$ cat config.mk
export PLATFORM = sky130hd
export DESIGN_NAME = status_flag_reg
export DESIGN_NICKNAME = d
export VERILOG_FILES = /design/src/rtl/flag_reg_pkg.sv /design/src/rtl/flag_fn_decode.sv /design/src/rtl/flag_next.sv /design/src/rtl/status_flag_reg.sv
export SDC_FILE = /design/constraint.sdc
export NUM_CORES = 1
export LEC_CHECK = 0
export BUFFER_PORTS_ARGS = -buffer_cell sky130_fd_sc_hd__buf_2
export CORE_AREA = 2 2 39 41
export DETAILED_ROUTE_END_ITERATION = 8
export DIE_AREA = 0 0 41 43
export PLACE_DENSITY = 0.81
export SETUP_SLACK_MARGIN = 0.2
export SYNTH_ARGS = -nofsm -noshare
export SYNTH_HDL_FRONTEND = slang
export SYNTH_SLANG_ARGS = --single-unit
$ cat constraint.sdc
create_clock -name clk -period 2.2 [get_ports clk]
set_input_delay 0.33 -clock clk [delete_from_list [all_inputs] [get_ports clk]]
set_output_delay 0.33 -clock clk [all_outputs]
set_load 0.05 [all_outputs]
$ cat src/rtl/flag_reg_pkg.sv
package flag_reg_pkg;

    localparam int FLAG_W = 8;
    localparam int FUNC_W = 4;

    localparam int POS_C   = 0;
    localparam int POS_Z   = 1;
    localparam int POS_I   = 2;
    localparam int POS_D   = 3;
    localparam int POS_B   = 4;
    localparam int POS_ONE = 5;
    localparam int POS_V   = 6;
    localparam int POS_N   = 7;

    localparam logic [FLAG_W-1:0] ONE_MASK    = FLAG_W'(1) << POS_ONE;
    localparam logic [FLAG_W-1:0] RESET_FLAGS = ONE_MASK | (FLAG_W'(1) << POS_I);

    typedef enum logic [FUNC_W-1:0] {
        FN_HOLD = 4'd0,
        FN_LOAD = 4'd1,
        FN_NZ   = 4'd2,
        FN_NZC  = 4'd3,
        FN_NVZC = 4'd4,
        FN_SEC  = 4'd5,
        FN_CLC  = 4'd6,
        FN_SEI  = 4'd7,
        FN_CLI  = 4'd8,
        FN_SED  = 4'd9,
        FN_CLD  = 4'd10,
        FN_CLV  = 4'd11,
        FN_AUX  = 4'd12
    } flag_fn_e;

    typedef enum logic [2:0] {
        SRC_KEEP,
        SRC_BUS,
        SRC_ALU,
        SRC_ONE,
        SRC_ZERO
    } flag_src_e;

    typedef struct packed {
        flag_src_e [FLAG_W-1:0] sel;
        logic                   aux_we;
    } flag_ctl_t;

    typedef struct packed {
        logic n;
        logic v;
        logic z;
        logic c;
    } alu_flags_t;

    function automatic logic [FLAG_W-1:0] alu_to_vec(alu_flags_t a);
        logic [FLAG_W-1:0] r;
        r        = '0;
        r[POS_N] = a.n;
        r[POS_V] = a.v;
        r[POS_Z] = a.z;
        r[POS_C] = a.c;
        return r;
    endfunction

endpackage

$ cat src/rtl/flag_fn_decode.sv
module flag_fn_decode
    import flag_reg_pkg::*;
(
    input  logic [FUNC_W-1:0] func,
    output flag_ctl_t         ctl
);

    always_comb begin
        for (int i = 0; i < FLAG_W; i++) begin
            ctl.sel[i] = SRC_KEEP;
        end
        ctl.aux_we = 1'b0;
        case (func)
            FN_LOAD: begin
                ctl.sel[POS_N] = SRC_BUS;
                ctl.sel[POS_V] = SRC_BUS;
                ctl.sel[POS_D] = SRC_BUS;
                ctl.sel[POS_I] = SRC_BUS;
                ctl.sel[POS_Z] = SRC_BUS;
                ctl.sel[POS_C] = SRC_BUS;
            end
            FN_NZ: begin
                ctl.sel[POS_N] = SRC_ALU;
                ctl.sel[POS_Z] = SRC_ALU;
            end
            FN_NZC: begin
                ctl.sel[POS_N] = SRC_ALU;
                ctl.sel[POS_Z] = SRC_ALU;
                ctl.sel[POS_C] = SRC_ALU;
            end
            FN_NVZC: begin
                ctl.sel[POS_N] = SRC_ALU;
                ctl.sel[POS_V] = SRC_ALU;
                ctl.sel[POS_Z] = SRC_ALU;
                ctl.sel[POS_C] = SRC_ALU;
            end
            FN_SEC:  ctl.sel[POS_C] = SRC_ONE;
            FN_CLC:  ctl.sel[POS_C] = SRC_ZERO;
            FN_SEI:  ctl.sel[POS_I] = SRC_ONE;
            FN_CLI:  ctl.sel[POS_I] = SRC_ZERO;
            FN_SED:  ctl.sel[POS_D] = SRC_ONE;
            FN_CLD:  ctl.sel[POS_D] = SRC_ZERO;
            FN_CLV:  ctl.sel[POS_V] = SRC_ZERO;
            FN_AUX:  ctl.aux_we     = 1'b1;
            default: ;
        endcase
    end

endmodule

$ cat src/rtl/flag_next.sv
module flag_next
    import flag_reg_pkg::*;
(
    input  flag_ctl_t         ctl,
    input  logic [FLAG_W-1:0] cur,
    input  logic [FLAG_W-1:0] bus,
    input  logic [FLAG_W-1:0] alu_vec,
    input  logic              brk,
    input  logic              sov,
    input  logic              aux_cur,
    input  logic              aux_in,
    output logic [FLAG_W-1:0] nxt,
    output logic              aux_nxt
);

    logic [FLAG_W-1:0] sel_val;

    for (genvar g = 0; g < FLAG_W; g++) begin : g_bit
        if (g == POS_ONE) begin : g_fixed
            assign sel_val[g] = 1'b1;
        end else if (g == POS_B) begin : g_brk
            assign sel_val[g] = brk;
        end else begin : g_mux
            always_comb begin
                case (ctl.sel[g])
                    SRC_BUS:  sel_val[g] = bus[g];
                    SRC_ALU:  sel_val[g] = alu_vec[g];
                    SRC_ONE:  sel_val[g] = 1'b1;
                    SRC_ZERO: sel_val[g] = 1'b0;
                    default:  sel_val[g] = cur[g];
                endcase
            end
        end
    end

    always_comb begin
        nxt = sel_val;
        if (sov) begin
            nxt[POS_V] = 1'b1;
        end
    end

    assign aux_nxt = ctl.aux_we ? aux_in : aux_cur;

endmodule

$ cat src/rtl/status_flag_reg.sv
module status_flag_reg
    import flag_reg_pkg::*;
(
    input  logic              clk,
    input  logic              rst,
    input  logic              stall,
    input  logic [FUNC_W-1:0] func,
    input  logic [7:0]        bus_in,
    input  logic              alu_n,
    input  logic              alu_v,
    input  logic              alu_z,
    input  logic              alu_c,
    input  logic              aux_c_in,
    input  logic              brk_in,
    input  logic              sov_req,
    output logic [7:0]        flags_out,
    output logic              aux_c_out
);

    flag_ctl_t         ctl;
    alu_flags_t        alu_f;
    logic [FLAG_W-1:0] flags_q;
    logic [FLAG_W-1:0] flags_d;
    logic              aux_q;
    logic              aux_d;

    assign alu_f = '{n: alu_n, v: alu_v, z: alu_z, c: alu_c};

    flag_fn_decode u_dec (
        .func (func),
        .ctl  (ctl)
    );

    flag_next u_next (
        .ctl     (ctl),
        .cur     (flags_q),
        .bus     (bus_in),
        .alu_vec (alu_to_vec(alu_f)),
        .brk     (brk_in),
        .sov     (sov_req),
        .aux_cur (aux_q),
        .aux_in  (aux_c_in),
        .nxt     (flags_d),
        .aux_nxt (aux_d)
    );

    always_ff @(posedge clk) begin
        if (rst) begin
            flags_q <= RESET_FLAGS;
            aux_q   <= 1'b0;
        end else if (!stall) begin
            flags_q <= flags_d;
            aux_q   <= aux_d;
        end
    end

    assign flags_out = flags_q;
    assign aux_c_out = aux_q;

    assert_reset_value_R1: assert property (@(posedge clk)
        rst |=> (flags_out == RESET_FLAGS) && !aux_c_out);

    assert_fixed_bit_R2: assert property (@(posedge clk) disable iff (rst)
        flags_q[POS_ONE]);

    assert_stall_hold_R3: assert property (@(posedge clk) disable iff (rst)
        stall |=> $stable(flags_out) && $stable(aux_c_out));

    assert_bus_load_R4: assert property (@(posedge clk) disable iff (rst)
        (!stall && !sov_req && func == FN_LOAD) |=>
        ({flags_out[7:6], flags_out[3:0]} == {$past(bus_in[7:6]), $past(bus_in[3:0])}));

    assert_brk_follow_R5: assert property (@(posedge clk) disable iff (rst)
        !stall |=> flags_out[POS_B] == $past(brk_in));

    assert_sov_force_R8: assert property (@(posedge clk) disable iff (rst)
        (!stall && sov_req) |=> flags_out[POS_V]);

    assert_aux_keep_R9: assert property (@(posedge clk) disable iff (rst)
        (func != FN_AUX) |=> $stable(aux_c_out));

endmodule

# After elaboration in Yosys (flattened, before gate mapping)
# Cells that the tools add are included.
# op_classes
n_reduce_logical	15
mux	13
n_lt_le_gt_ge	0
n_eq_ne	32
n_shift	0
n_mul	0
add_sub_neg	0
bitwise	1
n_div	0
# op_table
cell	n
case mux 3 bit (3 select lines)	3
equality test 3 x 2 -> 1 bit, second input constant	8
equality test 4 bit, second input constant	5
equality test 4 x 3 -> 1 bit, second input constant	4
case mux 1 bit (4 select lines)	4
equality test 3 x 1 -> 1 bit, second input constant	4
equality test 3 bit, second input constant	4
case mux 3 bit (4 select lines)	1
AND reduction 2 bit	6
equality test 4 x 2 -> 1 bit, second input constant	2
nonzero test 4 bit	2
case mux 1 bit (3 select lines)	2
nonzero test 3 bit	2
OR reduction 2 bit	3
nonzero test 5 bit	1
equality test 2 bit, second input constant	2
equality test 4 x 1 -> 1 bit, second input constant	1
case mux 2 bit (2 select lines)	1
equality test 2 x 3 -> 1 bit, second input constant	1
OR reduction 3 bit	1
equality test 2 x 1 -> 1 bit, second input constant	1
2-to-1 mux 1 bit	2
inverter 1 bit	1
# word_totals
mem_bits_ro	0
output_inout_bits	9
memories	0
latchBits	0
ramBits	0
ff_bits	8

# Logic depth before layout (Yosys ltp)
# depth
word_depth	6
mapped_depth	6
mapped_depth_nobuf	4

# Cells and area by module
# A second synthesis with hierarchy kept.
# hier_totals
cells_unflattened	113
area_unflattened_um2	843.3
# modules_own_cells
mod	n_inst	seq_area_each_um2	cells_per_inst	area_per_inst_um2
status_flag_reg	1	180.2	30	330.3
flag_next	1	0.0	45	265.3
flag_fn_decode	1	0.0	38	247.7

# Least setup slack after synthesis
# No wires, ideal clock.
# synth_path
kind	input -> register
from	input func[1]
to	register flags_q[6], in the netlist flags_out[6]
arrival_time_ps	1333
stages	5
n_path_buf	1
setup_slack_ps	745
cell_sequence	buf_6 or4b_4 o22ai_1 o211ai_1 o311a_1
# synth_between
elab_chain_cells	5
# synth_rtl
element	line	text
from (decl)	status_flag_reg.sv:7	input logic [FUNC_W-1:0] func,
equality test 4 bit (tied with other cells)	flag_fn_decode.sv:13	case (func)
case mux 3 bit (3 select lines) *	flag_fn_decode.sv:13	
equality test 3 bit (tied with other cells)	flag_next.sv:25	case (ctl.sel[g])
case mux 1 bit (4 select lines) or nonzero test 5 bit (tied branches)	-	
2-to-1 mux 1 bit or AND reduction 2 bit (tied branches)	-	
to (signal assigned)	status_flag_reg.sv:52	flags_q <= flags_d;
to (decl)	status_flag_reg.sv:22	logic [FLAG_W-1:0] flags_q;
# Every way passes the cells marked *; elsewhere a longest branch is shown, timed or not.
# A chain may end at the register's enable or synchronous reset.

# Worst setup path after layout
# Same ends and word-level chain as after synthesis.

==> qor.csv <==
stage;metric;value;unit
placed_design;Buffers on Ports;27;
sta;hold slack;0.303;ns
layout;Final nets;118;
layout;Area Overhead vs Synth;24.0;%
routing;WL/cell;12.2;µm
routing;vias per inst;5.49;
setup_path;critical path type;input port to flip-flop;
routing;drt pass-1 iters;4;
global_route;vias in the first global route;472;
clocking;post-CTS resize count;0;
synthesis;post-synth top area share;28.1;%
sta;Final period util;61.4;%
layout;Fillers;145;
synthesis;Post-Syn Area;569;µm²
sta;Pins Over Slew Limit;0;
sta;Clock Skew;0;ns
setup_path;crit path launch type;input port;
layout;sequential cell area;160;µm²
power;Max IR drop VDD;259;µV
routing;met2 wire length;599;µm
synthesis;Gate Count Post-Synth;71;
layout;Multi-input gate area;353;µm²
clocking;H-tree lvl count;1;
routing;initial DRC count;8;
routing;Antenna Violating Nets Remaining;0;
die;starting density of the core;41.1;%
synthesis;Ys Warns;0;
sta;Final Hold Viols;0;
sta;fin crit period;1.35;ns
run;Max Cap Violations;0;
setup_path;CP Data Required Time;2.35;ns
sta;# setup viols final;0;
clocking;clock latency on the worst-skew pair;0.26;ns
global_route;initial antenna violation count;0;
sta;setup_tns;0;ns
setup_path;maximum net fanout on the critical path;17;
setup_path;endpoint class of the critical path;flip-flop;
status;run status;finished clean;
synthesis;mean post-synth cell area;8.02;µm²
min_path;min-delay worst type;input port to flip-flop;
clocking;maximum clock insertion buffer count;2;
setup_path;CP arrival;1.50;ns
global_route;global-route wire length before repair;2.10;mm
setup_path;CP cell instances;buf_2 -> or4b_4 -> o22ai_1 -> o211ai_1 -> o311a_1;
die;Die X-Extent;41;µm
routing;via count;604;
sta;worst slew pin tran;0.527;ns
setup_path;worst r2r path cells;1;
setup_path;Worst Path Buf+Inv;1;
die;Die Ht;43;µm
layout;fin util;51.0;%
routing;uppermost layer routed;met4;
setup_path;Crit-path slowest cell;or4b_4;
routing;DRC errors left;0;
setup_path;Crit path depth;5;
setup_path;Worst path top cell family by delay;simple AND/OR/NAND/NOR gates;
layout;Antenna Cells;0;
sta;Worst slew margin;64.4;%
setup_path;Setup crit end;flags_out[6];
setup_path;CP peak stage delay;0.56;ns
power;Lkg Pwr;0.319;nW
global_route;largest net degree at the start of global routing;18;
sta;Peak Freq;741;MHz
sta;RSZ-0062 raised after global routing;false;
routing;Metal-1 WL;615;µm
global_route;GR Overflow Total;0;
synthesis;Yosys reg bits;8;
global_route;Tot GR Track Use;17.8;%
synthesis;Yosys top cell by area;dfxtp_1;
layout;share of cells above drive strength 1;34.0;%
synthesis;register area share after synthesis;28.1;%
placed_design;Placer Congestion;0.723;
clocking;Root Buffer Master;clkbuf_4;
clocking;CTS sink cnt;8;
clocking;CTS Hold Bufs;0;
routing;final wirelength;1.34;mm
power;Pwr per Cell Area;547;nW/µm²
placed_design;HPWL Detailed;959;µm
synthesis;Netlist cell types;32;
routing;met3 routed WL;88;µm
die;io pins;31;
die;Core Rows;14;
setup_path;worst flop-to-flop path startpoint;flags_out[6];
synthesis;top cells by area, synth;dfxtp_1, mux2i_1, o21ai_0;
die;die area;1760;µm²
die;core area;1380;µm²
setup_path;Critical path origin;func[1];
synthesis;Mapped Nets;93;
setup_path;FF-to-FF End;flags_out[6];
clocking;postcts setup bufs;0;
clocking;Clk pin slew, worst setup/hold paths;0.06;ns
setup_path;Worst R2R Setup Slack;1.44;ns
clocking;CTS tree;built;
clocking;Num CTS Buffers;3;
cells by family after synthesis:
logic type / synth area share (%)
compound gates: 27.7
simple gates: 23.3
buf+inv: 9.89
flops: 28.1
mux: 8.79
xor+xnor: 1.54
other cells: 0.659
area by class of cell:
| class | count | area share [%] |
|---|---|---|
| Timing Repair Buffer | 27 | 19.1 |
| Clock buffer | 3 | 3.19 |
| Inverter | 4 | 2.13 |
| Sequential cell | 8 | 22.7 |
| Multi-Input combinational cell | 52 | 50.0 |
| Tap cell | 16 | 2.84 |
worst min-delay path by stage:
| stage | start | end | slack, ns | cells past startpoint |
|---|---|---|---|---|
| global route | rst | flags_out[0] | 0.31 | 2 |
| CTS | rst | flags_out[0] | 0.30 | 2 |
| floorplan | rst | flags_out[0] | 0.40 | 1 |
| detailed placement | flags_out[0] | flags_out[0] | 0.46 | 2 |
| global placement | flags_out[0] | flags_out[0] | 0.46 | 2 |
| finish | rst | flags_out[0] | 0.30 | 2 |
stage by stage:
step,power (mW),area (µm²),instances,worst slack (ns)
after floorplan,0.241,569,71,0.745
after global placement,0.268,683,107,0.590
after detailed placement,0.270,683,107,0.566
after CTS,0.387,706,110,0.843
after global routing,0.403,706,110,0.747
final,0.386,706,110,0.850
registers in the layout, summed over array words and instances, names as in the netlist:
name / cells
flags_out: 7
aux_c_out: 1
placed cells by master, fill, tap and decap left out, types with 2 or more instances in the layout:
cell type  netlist  layout
dfxtp_1          8       8
inv_1            4       4
mux2i_1          5       5
nand3b_1         2       2
nor4b_1          3       3
o21ai_0          7       7
a21oi_1          6       6
nor2_1           6       6
nor3b_1          2       2
clkbuf_4         0       3
nand2b_1         3       3
buf_2            3      27
per-layer routing:
| layer | track usage [%] | vias to the layer above |
|---|---|---|
| li1 | - | 310 |
| met4 | 12.0 | 0 |
| met1 | 24.0 | 263 |
| met2 | 24.7 | 26 |
| met3 | 3.14 | 5 |
| met5 | 0 | - |
power breakdown:
part	internal (mW)	switching (mW)	total (mW)
Sequential	0.153	0.00372	0.156
Clock	0.0628	0.0554	0.118
Combinational	0.0387	0.0724	0.111
synthesized netlist by cell type:
cell,count
o21ai_0,7
and3_1,1
nor3_1,1
a41oi_1,1
o311ai_0,1
a21oi_1,6
nor4_1,1
o22ai_1,1
o211ai_1,1
dfxtp_1,8
nand2_1,1
inv_1,4
nand3b_1,2
buf_2,3
a21boi_0,1
o41ai_1,1
nor2_1,6
o21ai_2,1
conb_1,1
clkbuf_1,2
o311a_1,1
a211o_1,1
nand2b_1,3
mux2i_1,5
nor4b_1,3
o31ai_1,1
buf_6,1
a221o_1,1
buf_4,1
xor2_1,1
nor3b_1,2
or4b_4,1
No activity file was read; power rests on OpenSTA's default activity.
